==> src/rtl/dtk_pkg.sv <==
`timescale 1ns/1ps
package dtk_pkg;

   localparam int ADDR_W = 4;

   localparam logic [ADDR_W-1:0] ADR_SUB   = 4'd0;
   localparam logic [ADDR_W-1:0] ADR_SEC   = 4'd1;
   localparam logic [ADDR_W-1:0] ADR_MIN   = 4'd2;
   localparam logic [ADDR_W-1:0] ADR_HOUR  = 4'd3;
   localparam logic [ADDR_W-1:0] ADR_DAY   = 4'd4;
   localparam logic [ADDR_W-1:0] ADR_ASEC  = 4'd5;
   localparam logic [ADDR_W-1:0] ADR_AMIN  = 4'd6;
   localparam logic [ADDR_W-1:0] ADR_AHOUR = 4'd7;
   localparam logic [ADDR_W-1:0] ADR_CTRL  = 4'd8;
   localparam logic [ADDR_W-1:0] ADR_STAT  = 4'd9;

   typedef enum logic [1:0] {
      ALM_DAILY  = 2'd0,
      ALM_HOURLY = 2'd1,
      ALM_MINUTE = 2'd2,
      ALM_SECOND = 2'd3
   } alarm_mode_e;

endpackage

==> src/rtl/dtk_wrap_counter.sv <==
`timescale 1ns/1ps
// Modulo-MOD counter with load; presents its next value for look-ahead compare.
module dtk_wrap_counter #(
   parameter int MOD = 60,
   parameter int W   = (MOD > 1) ? $clog2(MOD) : 1
)(
   input  logic         clk,
   input  logic         rst_n,
   input  logic         inc,
   input  logic         load,
   input  logic [W-1:0] load_val,
   output logic [W-1:0] count,
   output logic [W-1:0] count_nxt,
   output logic         at_top
);

   localparam logic [W-1:0] TOP = W'(MOD - 1);

   logic [W-1:0] step;

   generate
      if (MOD < 2) begin : g_bad_mod
         $error("dtk_wrap_counter: MOD must be at least 2");
      end
      if ((1 << W) == MOD) begin : g_pow2
         // natural binary overflow is the wrap
         assign step = count + W'(1);
      end else begin : g_modn
         assign step = (count == TOP) ? '0 : count + W'(1);
      end
   endgenerate

   assign at_top = (count == TOP);

   always_comb begin
      if (load)     count_nxt = load_val;
      else if (inc) count_nxt = step;
      else          count_nxt = count;
   end

   always_ff @(posedge clk) begin
      if (!rst_n) count <= '0;
      else        count <= count_nxt;
   end

endmodule

==> src/rtl/dtk_alarm_match.sv <==
`timescale 1ns/1ps
// Alarm comparator: evaluates the post-update time at a seconds boundary.
module dtk_alarm_match
   import dtk_pkg::*;
#(
   parameter int SEC_W  = 6,
   parameter int MIN_W  = 6,
   parameter int HOUR_W = 5
)(
   input  logic              boundary,
   input  alarm_mode_e       mode,
   input  logic [SEC_W-1:0]  sec_nxt,
   input  logic [MIN_W-1:0]  min_nxt,
   input  logic [HOUR_W-1:0] hour_nxt,
   input  logic [SEC_W-1:0]  alm_sec,
   input  logic [MIN_W-1:0]  alm_min,
   input  logic [HOUR_W-1:0] alm_hour,
   output logic              hit
);

   logic sec_eq, min_eq, hour_eq, match;

   always_comb begin
      sec_eq  = (sec_nxt == alm_sec);
      min_eq  = (min_nxt == alm_min);
      hour_eq = (hour_nxt == alm_hour);
      case (mode)
         ALM_DAILY:  match = sec_eq && min_eq && hour_eq;
         ALM_HOURLY: match = sec_eq && min_eq;
         ALM_MINUTE: match = sec_eq;
         default:    match = 1'b1;
      endcase
      hit = boundary && match;
   end

endmodule

==> src/rtl/daytime_keeper.sv <==
`timescale 1ns/1ps
module daytime_keeper
   import dtk_pkg::*;
#(
   parameter int SUB_W        = 8,
   parameter int SEC_PER_MIN  = 60,
   parameter int MIN_PER_HOUR = 60,
   parameter int HOUR_PER_DAY = 24,
   parameter int DAY_W        = 16,
   parameter int DATA_W       = 16
)(
   input  logic              clk,
   input  logic              rst_n,
   input  logic              tick_i,
   input  logic              wr_en_i,
   input  logic [ADDR_W-1:0] addr_i,
   input  logic [DATA_W-1:0] wr_data_i,
   output logic [DATA_W-1:0] rd_data_o,
   output logic              irq_o
);

   localparam int SEC_W  = $clog2(SEC_PER_MIN);
   localparam int MIN_W  = $clog2(MIN_PER_HOUR);
   localparam int HOUR_W = $clog2(HOUR_PER_DAY);

   generate
      if (DATA_W < DAY_W || DATA_W < SUB_W || DATA_W < 3) begin : g_bad_data
         $error("daytime_keeper: DATA_W too narrow for a field");
      end
      if (SEC_PER_MIN < 2 || MIN_PER_HOUR < 2 || HOUR_PER_DAY < 2) begin : g_bad_mod
         $error("daytime_keeper: every time modulus must be at least 2");
      end
   endgenerate

   // ---- write decode ----
   logic time_wr, tick_eff, flag_clr;
   assign time_wr  = wr_en_i && (addr_i <= ADR_DAY);
   assign tick_eff = tick_i && !time_wr;          // a time load discards the tick
   assign flag_clr = wr_en_i && (addr_i == ADR_STAT) && wr_data_i[0];

   // ---- carry chain ----
   logic sub_top, sec_top, min_top, hour_top, day_top;
   logic sec_inc, min_inc, hour_inc, day_inc;
   assign sec_inc  = tick_eff && sub_top;
   assign min_inc  = sec_inc  && sec_top;
   assign hour_inc = min_inc  && min_top;
   assign day_inc  = hour_inc && hour_top;

   logic [SUB_W-1:0]  sub_cnt,  sub_nxt;
   logic [SEC_W-1:0]  sec_cnt,  sec_nxt;
   logic [MIN_W-1:0]  min_cnt,  min_nxt;
   logic [HOUR_W-1:0] hour_cnt, hour_nxt;
   logic [DAY_W-1:0]  day_cnt,  day_nxt;

   dtk_wrap_counter #(.MOD(1 << SUB_W), .W(SUB_W)) u_sub (
      .clk(clk), .rst_n(rst_n), .inc(tick_eff),
      .load(wr_en_i && addr_i == ADR_SUB), .load_val(wr_data_i[SUB_W-1:0]),
      .count(sub_cnt), .count_nxt(sub_nxt), .at_top(sub_top));

   dtk_wrap_counter #(.MOD(SEC_PER_MIN), .W(SEC_W)) u_sec (
      .clk(clk), .rst_n(rst_n), .inc(sec_inc),
      .load(wr_en_i && addr_i == ADR_SEC), .load_val(wr_data_i[SEC_W-1:0]),
      .count(sec_cnt), .count_nxt(sec_nxt), .at_top(sec_top));

   dtk_wrap_counter #(.MOD(MIN_PER_HOUR), .W(MIN_W)) u_min (
      .clk(clk), .rst_n(rst_n), .inc(min_inc),
      .load(wr_en_i && addr_i == ADR_MIN), .load_val(wr_data_i[MIN_W-1:0]),
      .count(min_cnt), .count_nxt(min_nxt), .at_top(min_top));

   dtk_wrap_counter #(.MOD(HOUR_PER_DAY), .W(HOUR_W)) u_hour (
      .clk(clk), .rst_n(rst_n), .inc(hour_inc),
      .load(wr_en_i && addr_i == ADR_HOUR), .load_val(wr_data_i[HOUR_W-1:0]),
      .count(hour_cnt), .count_nxt(hour_nxt), .at_top(hour_top));

   dtk_wrap_counter #(.MOD(1 << DAY_W), .W(DAY_W)) u_day (
      .clk(clk), .rst_n(rst_n), .inc(day_inc),
      .load(wr_en_i && addr_i == ADR_DAY), .load_val(wr_data_i[DAY_W-1:0]),
      .count(day_cnt), .count_nxt(day_nxt), .at_top(day_top));

   // ---- alarm configuration ----
   logic [SEC_W-1:0]  alm_sec_q;
   logic [MIN_W-1:0]  alm_min_q;
   logic [HOUR_W-1:0] alm_hour_q;
   alarm_mode_e       mode_q;
   logic              ie_q;
   logic              flag_q;
   logic              alarm_hit;

   always_ff @(posedge clk) begin
      if (!rst_n) begin
         alm_sec_q  <= '0;
         alm_min_q  <= '0;
         alm_hour_q <= '0;
         mode_q     <= ALM_DAILY;
         ie_q       <= 1'b0;
      end else if (wr_en_i) begin
         case (addr_i)
            ADR_ASEC:  alm_sec_q  <= wr_data_i[SEC_W-1:0];
            ADR_AMIN:  alm_min_q  <= wr_data_i[MIN_W-1:0];
            ADR_AHOUR: alm_hour_q <= wr_data_i[HOUR_W-1:0];
            ADR_CTRL: begin
               mode_q <= alarm_mode_e'(wr_data_i[1:0]);
               ie_q   <= wr_data_i[2];
            end
            default: ;
         endcase
      end
   end

   dtk_alarm_match #(.SEC_W(SEC_W), .MIN_W(MIN_W), .HOUR_W(HOUR_W)) u_match (
      .boundary(sec_inc), .mode(mode_q),
      .sec_nxt(sec_nxt), .min_nxt(min_nxt), .hour_nxt(hour_nxt),
      .alm_sec(alm_sec_q), .alm_min(alm_min_q), .alm_hour(alm_hour_q),
      .hit(alarm_hit));

   // a new match outranks a same-cycle clear
   always_ff @(posedge clk) begin
      if (!rst_n)         flag_q <= 1'b0;
      else if (alarm_hit) flag_q <= 1'b1;
      else if (flag_clr)  flag_q <= 1'b0;
   end

   assign irq_o = flag_q && ie_q;

   // ---- read mux ----
   always_comb begin
      rd_data_o = '0;
      case (addr_i)
         ADR_SUB:   rd_data_o = DATA_W'(sub_cnt);
         ADR_SEC:   rd_data_o = DATA_W'(sec_cnt);
         ADR_MIN:   rd_data_o = DATA_W'(min_cnt);
         ADR_HOUR:  rd_data_o = DATA_W'(hour_cnt);
         ADR_DAY:   rd_data_o = DATA_W'(day_cnt);
         ADR_ASEC:  rd_data_o = DATA_W'(alm_sec_q);
         ADR_AMIN:  rd_data_o = DATA_W'(alm_min_q);
         ADR_AHOUR: rd_data_o = DATA_W'(alm_hour_q);
         ADR_CTRL:  rd_data_o = DATA_W'({ie_q, mode_q});
         ADR_STAT:  rd_data_o = DATA_W'(flag_q);
         default:   rd_data_o = '0;
      endcase
   end

endmodule

==> config.mk <==
export PLATFORM = sky130hd
export DESIGN_NAME = daytime_keeper
export DESIGN_NICKNAME = d
export VERILOG_FILES = /design/src/rtl/dtk_pkg.sv /design/src/rtl/dtk_wrap_counter.sv /design/src/rtl/dtk_alarm_match.sv /design/src/rtl/daytime_keeper.sv
export SDC_FILE = /design/constraint.sdc
export NUM_CORES = 1
export LEC_CHECK = 0
export BUFFER_PORTS_ARGS = -buffer_cell sky130_fd_sc_hd__buf_2
export CAP_MARGIN = 20
export CORE_UTILIZATION = 55
export DETAILED_ROUTE_END_ITERATION = 12
export PLACE_DENSITY = 0.81
export SLEW_MARGIN = 20
export SYNTH_ARGS = -nofsm -noshare
export SYNTH_HDL_FRONTEND = slang
export SYNTH_HIERARCHICAL = 1
export SYNTH_SLANG_ARGS = --single-unit
==> constraint.sdc <==
create_clock -name clk -period 2.9 [get_ports clk]
set_clock_uncertainty 0.15 [all_clocks]
set_input_delay 0 -clock clk [delete_from_list [all_inputs] [get_ports clk]]
set_output_delay 0 -clock clk [all_outputs]
set_load 0.02 [all_outputs]
## Word-level counts from Yosys, hierarchy flattened

Index checks and enable logic that the tools add are counted.

- Input port bits: 24
- Register bits after elaboration: 62
- Output and inout bits: 17
- Logic and storage cells: 79

- Magnitude comparators: 1
- Multiplexer cells: 17
- Add/sub/neg operators: 5
- Reductions and logical operators: 27
- Eq/ne operators: 18

Operator list:

| cell | number |
|---|---|
| one-hot mux 16 bit (10 select lines) | 1 |
| 2-to-1 mux 6 bit | 6 |
| 2-to-1 mux 16 bit | 2 |
| logical AND 1 bit | 17 |
| adder 16 x 1 -> 16 bit, second input constant | 1 |
| == test 4 x 3 -> 1 bit, second input constant | 4 |
| 2-to-1 mux 8 bit | 2 |
| 2-to-1 mux 5 bit | 3 |
| adder 6 x 1 -> 6 bit, second input constant | 2 |
| == test 6 bit | 2 |
| == test 6 bit, second input constant | 2 |
| adder 8 x 1 -> 8 bit, second input constant | 1 |
| == test 4 x 2 -> 1 bit, second input constant | 2 |
| == test 4 bit, second input constant | 2 |
| == test 8 bit, second input constant | 1 |
| AND reduction 2 bit | 4 |
| nonzero test 2 bit | 3 |
| adder 5 x 1 -> 5 bit, second input constant | 1 |
| == test 5 bit | 1 |
| == test 5 bit, second input constant | 1 |
| == test 4 x 1 -> 1 bit, second input constant | 1 |
| less-or-equal comparator 4 x 3 -> 1 bit, second input constant | 1 |
| zero test 4 bit | 1 |
| one-hot mux 1 bit (3 select lines) | 1 |
| 5 further kinds | 6 |

## Logic depth before layout (Yosys ltp)

Gate-level depths: netlist (run 1).

- Depth after elaboration: 14
- Depth in mapped cells: 15
- Gate-level depth less buffers: 14

## Cells and area by module

Netlist (run 1), hierarchy kept.

Modules (own cells, without submodules):

| module | sequential area each (um^2) | area an instance (um^2) | instances | cells an instance |
|---|---|---|---|---|
| daytime_keeper | 420.4 | 1,579.0 | 1 | 197 |
| dtk_wrap_counter at u_day | 320.3 | 1,026.0 | 1 | 128 |
| dtk_wrap_counter at u_min ... | 120.1 | 410.4 | 2 | 45 |
| dtk_wrap_counter at u_sub | 160.2 | 510.5 | 1 | 60 |
| dtk_wrap_counter at u_hour | 100.1 | 325.3 | 1 | 40 |
| dtk_alarm_match | 0.0 | 232.7 | 1 | 28 |

## Worst setup path before layout (run 1)

Ideal clock, no wire load.

- Kind: input-to-reg
- Start: input addr_i[2]
- End: register flag_q
- Buffers on the path: 2
- Required time: 2.685 ns
- Arrival: 2.504 ns
- Library setup time: 0.065 ns
- Stages on the path: 14
- Slack: 0.181 ns
- Cells stage by stage: buf_6 > o21ai_0 > a31oi_1 > and2_1 > buf_6 > o2111a_1 > a21oi_1 > mux2_2 > xor2_1 > nor4_4 > nand4_1 > a221oi_2 > a21oi_1 > nor2b_1

- Elaborated cells between the ends (all ways): 31
- Those cells by class: order compare (1); eq/ne (7); mux (8); reduce/logical (15)

RTL lines:

| what | line | RTL |
|---|---|---|
| start, declared | daytime_keeper.sv:16 | `input logic [ADDR_W-1:0] addr_i,` |
| less-or-equal comparator 4 x 3 -> 1 bit (*) | daytime_keeper.sv:37 | `assign time_wr = wr_en_i && (addr_i <= ADR_DAY);` |
| logical AND 1 bit (*) | daytime_keeper.sv:37 |  |
| zero test 1 bit (*) | daytime_keeper.sv:38 | `assign tick_eff = tick_i && !time_wr;` |
| logical AND 1 bit (*) | daytime_keeper.sv:38 |  |
| via tick_eff | daytime_keeper.sv:36 | `logic time_wr, tick_eff, flag_clr;` |
| logical AND 1 bit (*) | daytime_keeper.sv:44 | `assign sec_inc = tick_eff && sub_top;` |
| via sec_inc | daytime_keeper.sv:43 | `logic sec_inc, min_inc, hour_inc, day_inc;` |
| 2-to-1 mux 6 bit (*) | dtk_wrap_counter.sv:37 | `else if (inc) count_nxt = step;` |
| 2-to-1 mux 6 bit (*) | dtk_wrap_counter.sv:36 | `if (load) count_nxt = load_val;` |
| via sec_nxt[4] | daytime_keeper.sv:50 | `logic [SEC_W-1:0] sec_cnt, sec_nxt;` |
| == test 6 bit (*) | dtk_alarm_match.sv:24 | `sec_eq = (sec_nxt == alm_sec);` |
| logical AND 1 bit | dtk_alarm_match.sv:28, dtk_alarm_match.sv:29 |  |
| logical AND 1 bit | dtk_alarm_match.sv:28 | `ALM_DAILY: match = sec_eq && min_eq && hour_eq;` |
| one-hot mux 1 bit (3 select lines) (*) | dtk_alarm_match.sv:27 | `case (mode)` |
| logical AND 1 bit (*) | dtk_alarm_match.sv:33 | `hit = boundary && match;` |
| via alarm_hit | daytime_keeper.sv:87 | `logic alarm_hit;` |
| 2-to-1 mux 1 bit or nonzero test 2 bit (tied branches) | n/a |  |
| end signal, assigned | daytime_keeper.sv:118 | `if (!rst_n) flag_q <= 1'b0;` |
| end signal, assigned | daytime_keeper.sv:119 | `else if (alarm_hit) flag_q <= 1'b1;` |
| end signal, assigned | daytime_keeper.sv:120 | `else if (flag_clr) flag_q <= 1'b0;` |
| end, declared | daytime_keeper.sv:86 | `logic flag_q;` |

Mark *: on every way through the listed nets, which the timed path passes. The rest lies on a longest branch.
A chain may end at the register's enable or synchronous reset.

## Final worst setup path (run 1)

- Start: register u_sub.count[1]
- End: register flag_q

- Word-level cells in the longest chain between the ends: 11
- Elaborated cells between the ends (all ways): 19
- Those cells by class: eq/ne (4); mux (8); reduce/logical (7)

Ends and longest elaborated chain:

| what | line | RTL |
|---|---|---|
| start, declared | dtk_wrap_counter.sv:12 | `output logic [W-1:0] count,` |
| start signal, assigned | dtk_wrap_counter.sv:43 | `else count <= count_nxt;` |
| == test 8 bit (*) | dtk_wrap_counter.sv:33 | `assign at_top = (count == TOP);` |
| via sub_top | daytime_keeper.sv:42 | `logic sub_top, sec_top, min_top, hour_top, day_top;` |
| logical AND 1 bit (*) | daytime_keeper.sv:44 |  |
| logical AND 1 bit (*) | daytime_keeper.sv:45 | `assign min_inc = sec_inc && sec_top;` |
| via min_inc | daytime_keeper.sv:43 |  |
| logical AND 1 bit (*) | daytime_keeper.sv:46 | `assign hour_inc = min_inc && min_top;` |
| via hour_inc | daytime_keeper.sv:43 |  |
| 2-to-1 mux 5 bit (*) | dtk_wrap_counter.sv:37 |  |
| 2-to-1 mux 5 bit (*) | dtk_wrap_counter.sv:36 |  |
| via hour_nxt[3] | daytime_keeper.sv:52 | `logic [HOUR_W-1:0] hour_cnt, hour_nxt;` |
| == test 5 bit (*) | dtk_alarm_match.sv:26 | `hour_eq = (hour_nxt == alm_hour);` |
| logical AND 1 bit (*) | dtk_alarm_match.sv:28 |  |
| one-hot mux 1 bit (3 select lines) (*) | dtk_alarm_match.sv:27 |  |
| logical AND 1 bit (*) | dtk_alarm_match.sv:33 |  |
| via alarm_hit | daytime_keeper.sv:87 |  |
| 2-to-1 mux 1 bit or nonzero test 2 bit (tied branches) | n/a |  |

Marks and branches as above.

==> impl_metrics.json, run 1 <==
{
  "outcome": "completed",
  "wl_met2_um": 6049,
  "dr.pass1.iters": 5,
  "fmax_mhz": 352.5,
  "post-route-util": 0.6791,
  "syn_area_sq_um": 4393,
  "fin_nets": 623,
  "grt-ovfl-total": 0,
  "grt_pass1_vias": 4096,
  "hold_path_depth": 2,
  "grt_use_total": 0.3147,
  "cts_inserted_buffers": 9,
  "core-area_sq_um": 7727,
  "finalCritPeriodShare": 0.9783,
  "dr_wl_met3_um": 1115,
  "setup_viol": 0,
  "antenna_left": 0,
  "cap_violations": 0,
  "vias_per_cell": 6.268,
  "die_w_um": 91.37,
  "worst_pin_slew_ps": 553.7,
  "hp-class": "in2reg",
  "crit_fanout": 7,
  "clk_pin_slew_ps": 70,
  "r2r_slack_ps": 60,
  "dp_cells": 668,
  "clock-sinks": 62,
  "vdd_drop_max_v": 0.0002234,
  "route.vias.total": 4394,
  "drive_above_1_share": 0.2554,
  "hp-start": "rst_n",
  "place_congestion": 0.9534,
  "fillers": 621,
  "diodes": 0,
  "m1WireLength_um": 5523,
  "p_per_area_nw_per_um2": 368.6,
  "wl_per_cell_um": 18.79,
  "area_growth_pct": 19.45,
  "synthCells": 523,
  "grt_max_degree": 35,
  "synth_warnings": 6,
  "maxSlewViolCount": 0,
  "dr.max_layer_used": "met4",
  "portBuffers": 40,
  "hold_path_end": "alm_sec_q[5]",
  "cts_htree_levels": 3,
  "start_util": 0.5685,
  "die_h_um": 91.37,
  "reg2reg_depth": 14,
  "grt_pass1_wl_um": 20550,
  "rr_startpoint": "u_sub/count[1]",
  "setup_tns_ps": 0,
  "cts_tree": "built",
  "criticalPathCategory": "reg2reg",
  "hold_viol_final": 0,
  "clkLatencyLatePin_ps": 340,
  "dr.first_iter.drc_count": 405,
  "cp-end-kind": "register",
  "postSynthAreaPerCell_sq_um": 8.400,
  "multiInputGateArea_sq_um": 2988,
  "min_period_ps": 2837,
  "wl_um": 13170,
  "rows": 32,
  "drc": 0,
  "worstPathRequired_ps": 3030,
  "clockBufferDepth": 2,
  "ff_latch_area_sq_um": 1252,
  "design.die.area_sq_um": 8348,
  "synthesis.nets": 552,
  "stdcell_count": 701,
  "rr_endpoint": "flag_q",
  "antenna_found_initial": 0,
  "rsz0062_at_grt": "yes",
  "p_leak_uw": 0.002248,
  "ioPinCount": 41,
  "relSlewSlack": 0.6308,
  "cts-root-buf": "clkbuf_8",
  "hpwl_um": 9319,
  "start_kind": "register",
  "crit_arrival_ps": 2970
}
## how the worst max path moves through the flow
stage	slack, ps	cells past startpoint	endpoint	start
finish	60	14	flag_q	u_sub/count[1]
global route	-20	13	flag_q	u_sub/count[6]
CTS	2	14	flag_q	u_sub/count[0]
detailed placement	-30	13	flag_q	u_sub/count[0]
global placement	140	13	flag_q	u_sub/count[0]
floorplan	180	14	flag_q	addr_i[2]
## placed cells by master (no fill, tap or decap), types with 18 or more instances in the layout
master and count:
nor2_1 34, nand2_1 46, a21oi_1 21, nor2b_1 19, xor2_1 24, o21ai_0 26, buf_4 31, buf_2 40
and2_1 21, dfxtp_1 53, inv_1 18, mux2i_1 23
## timing repair
| item | in CTS | in global routing |
|---|---|---|
| resized for setup | 2 | 27 |
| endpoints found under the hold margin | 40 | 0 |
| setup buffers | 0 | 1 |
| pin swaps | 1 | 11 |
| cloned | 0 | 0 |
| hold buffers | 16 | 0 |
| setup endpoints to repair | 1 | 2 |
## report_power, final
| group | internal (uW) | total (uW) | switching, uW | leakage [uW] |
|---|---|---|---|---|
| combinational | 108 | 259 | 151 | 0.00164 |
| clock | 440 | 783 | 343 | 0.000106 |
| sequential | 870 | 893 | 22.6 | 0.000505 |
## sequential cells by signal, indices dropped and copies added (netlist names)
signal and cells:
flag_q 1, u_sec/count 6, alm_hour_q 5, u_min/count 6, u_sub/count 8, u_hour/count 5
mode_q 2, alm_sec_q 6, u_day/count 16, alm_min_q 6, ie_q 1
## area by class of cell
cell class	instances	area share
inverters	20	0.01431
flip-flops and latches	62	0.2387
clock buffers	12	0.02957
multi-input cells	413	0.5694
repair buffers	88	0.1152
clock inverters	4	0.008584
well taps	102	0.02432
## metrics by stage
stage	power (uW)	area [sq um]	worst slack (ps)	hold slack, ps
floorplan	1049	4393	181.1	-28.29
global placement	1129	4776	137.5	83.38
detailed placement	1138	4776	-27.02	100.3
CTS	1930	5139	1.934	32.06
global route	2000	5248	-20.24	50.79
finish	1934	5248	62.88	51.16
## worst max-delay path: stages (launching register included)
cell      delay [ps]
dfxtp_2          350
ha_4             160
nand3_4           70
nor2_4           140
and3_4           210
and2_2           230
nand4_1          140
mux2_4           340
nor2_1           140
xor2_1            80
nor3_1           210
nand3_1          140
a221oi_2         260
a21oi_2           50
nor2b_1          110
## metal layers
layer,GRT usage,up-vias
li1,-,2031
met1,0.4121,2064
met2,0.5063,251
met3,0.05863,48
met4,0.1310,0
met5,0,-
Power figures use the tool's default switching activity.
==> inputs of run 2 (changes only) <==
--- a/config.mk
+++ b/config.mk
@@ -7,9 +7,9 @@
 export LEC_CHECK = 0
 export BUFFER_PORTS_ARGS = -buffer_cell sky130_fd_sc_hd__buf_2
 export CAP_MARGIN = 20
-export CORE_UTILIZATION = 55
+export CORE_UTILIZATION = 52
 export DETAILED_ROUTE_END_ITERATION = 12
-export PLACE_DENSITY = 0.81
+export PLACE_DENSITY = 0.77
 export SLEW_MARGIN = 20
 export SYNTH_ARGS = -nofsm -noshare
 export SYNTH_HDL_FRONTEND = slang
==> run 2 against run 1 <==
Against the previous run: final cell count increased by 1.4%; utilization fell by 3.3 points; register-to-register slack worse by 60 ps; setup slack worse by 60 ps; sequential cell count unchanged; worst hold slack better by 74 ps; sequential power about the same; combinational power about the same; first-iteration DRC count up 2.2%; critical path depth stayed put; critical path type unchanged; critical endpoint unchanged.
==> impl_metrics.json, run 2 (synthesis results as in run 1) <==
{
  "diodes": 0,
  "die_w_um": 93.92,
  "crit_start": "u_sec/count[1]",
  "dr.first_iter.drc_count": 414,
  "rsz0062_at_grt": "yes",
  "grt_pass1_vias": 4126,
  "antenna_found_initial": 0,
  "reg2reg_depth": 14,
  "dp_cells": 673,
  "design.die.area_sq_um": 8820,
  "start_kind": "register",
  "top_regs": "u_day/count (16), u_sub/count (8)",
  "wl_per_cell_um": 17.92,
  "core-area_sq_um": 8175,
  "min_period_ps": 2897,
  "post-route-util": 0.6463,
  "portBuffers": 40,
  "grt_pass1_wl_um": 20430,
  "vias_per_cell": 6.155,
  "hold_viol_final": 0,
  "crit_arrival_ps": 3030,
  "rows": 33,
  "cp-end-kind": "register",
  "setup_ws_ps": 2.894,
  "fin_nets": 630,
  "p_leak_uw": 0.002255,
  "ff_latch_area_sq_um": 1254,
  "dpl_worst_slack_ps": -209.9,
  "critPathCapture": "flag_q",
  "rr_startpoint": "u_sec/count[1]",
  "fmax_mhz": 345.2,
  "ioPinCount": 41,
  "drive_above_1_share": 0.2574,
  "r2r_slack_ps": 3,
  "die_h_um": 93.92,
  "wl_um": 12740,
  "setup_viol": 0,
  "grt_max_degree": 30,
  "maxSlewViolCount": 0,
  "outcome": "completed",
  "vdd_drop_max_v": 0.0001851,
  "clk_pin_slew_ps": 70,
  "top_register": "u_day/count",
  "dr.pass1.iters": 5,
  "place_congestion": 0.9743,
  "clock-sinks": 62,
  "rr_endpoint": "flag_q",
  "finalCritPeriodShare": 0.9990,
  "cts_htree_levels": 3,
  "route.vias.total": 4376,
  "grt-ovfl-total": 0,
  "crit_fanout": 7,
  "stdcell_count": 711,
  "relSlewSlack": 0.6991,
  "area_growth_pct": 20.28,
  "antenna_left": 0,
  "cts_tree": "built",
  "grt_use_total": 0.3028,
  "cts-root-buf": "clkbuf_8",
  "cts_inserted_buffers": 9,
  "p_per_area_nw_per_um2": 349.1,
  "postLayoutCellArea_sq_um": 5284,
  "largest_register_ffs": 16,
  "fillers": 689,
  "start_util": 0.5373,
  "clockBufferDepth": 2,
  "worstPathRequired_ps": 3030,
  "clkLatencyLatePin_ps": 340,
  "hpwl_um": 8949,
  "worst_pin_slew_ps": 450.9,
  "setup_tns_ps": 0,
  "final_cell_mix": "dfxtp_1 (54), nand2_1 (46), buf_2 (40)",
  "hp-class": "in2reg",
  "layout_commonest_cell": "dfxtp_1",
  "drc": 0,
  "cap_violations": 0,
  "criticalPathCategory": "reg2reg",
  "post_dp_cell_area_sq_um": 4795,
  "multiInputGateArea_sq_um": 2987
}
[run 2: final cells by class]
class                           instances  share of cell area
Multi-Input combinational cell        413              0.5652
Sequential cell                        62              0.2373
Inverter                               20             0.01421
Clock inverter                          6            0.007104
Tap cell                              105             0.02486
Clock buffer                           10             0.02605
Timing Repair Buffer                   95              0.1253
[run 2: critical path, cell delays in order (launching register included)]
cell and delay, ps:
dfxtp_4 370, ha_4 150, inv_1 70, nor2_1 140, and3_4 200, buf_6 130
nand4_4 100, mux2i_1 150, o41ai_2 390, xor2_1 140, nor3_2 240, nand4_1 140
a221oi_2 290, a21oi_1 60, nor2b_1 110
[run 2: worst min path at each step]
stage          slack (ps)  cells past startpoint           from              end
2_1_floorplan         -30                      1          rst_n   u_day/count[0]
3_3_place_gp           90                      3  wr_data_i[14]  u_day/count[14]
3_5_place_dp          100                      3  wr_data_i[14]  u_day/count[14]
4_1_cts               110                      5      addr_i[1]    alm_hour_q[3]
5_1_grt               140                      5      addr_i[1]    alm_hour_q[1]
6_report              130                      5      addr_i[1]    alm_hour_q[4]
[run 2: power breakdown]
part,total (uW),internal [uW],switching [uW]
clock network,693,328,365
logic,260,110,151
registers,891,869,22.3
total,1840,1310,538
[run 2: timing repair]
action | CTS | global route
gates resized for setup | 4 | 22
endpoints found under the setup margin | 1 | 3
buffers inserted | 0 | 4
hold buffers | 18 | 0
hold endpoints to repair | 51 | 0
pin swaps | 2 | 11
[run 2: per-layer routing]
layer  wire length, um  up-vias  global-route usage
met3               973       38             0.06715
met1              5456     2078              0.3901
met5                 0        -                   0
met2              5876      217              0.4793
li1                  -     2043                   -
met4               432        0              0.1397
[run 2: through the flow]
step,power (uW),hold slack (ps)
2_1_floorplan,1049,-28.29
3_3_place_gp,1133,87.86
3_5_place_dp,1138,101.9
4_1_cts,1841,112.9
5_1_grt,1914,141.3
6_report,1845,125.3
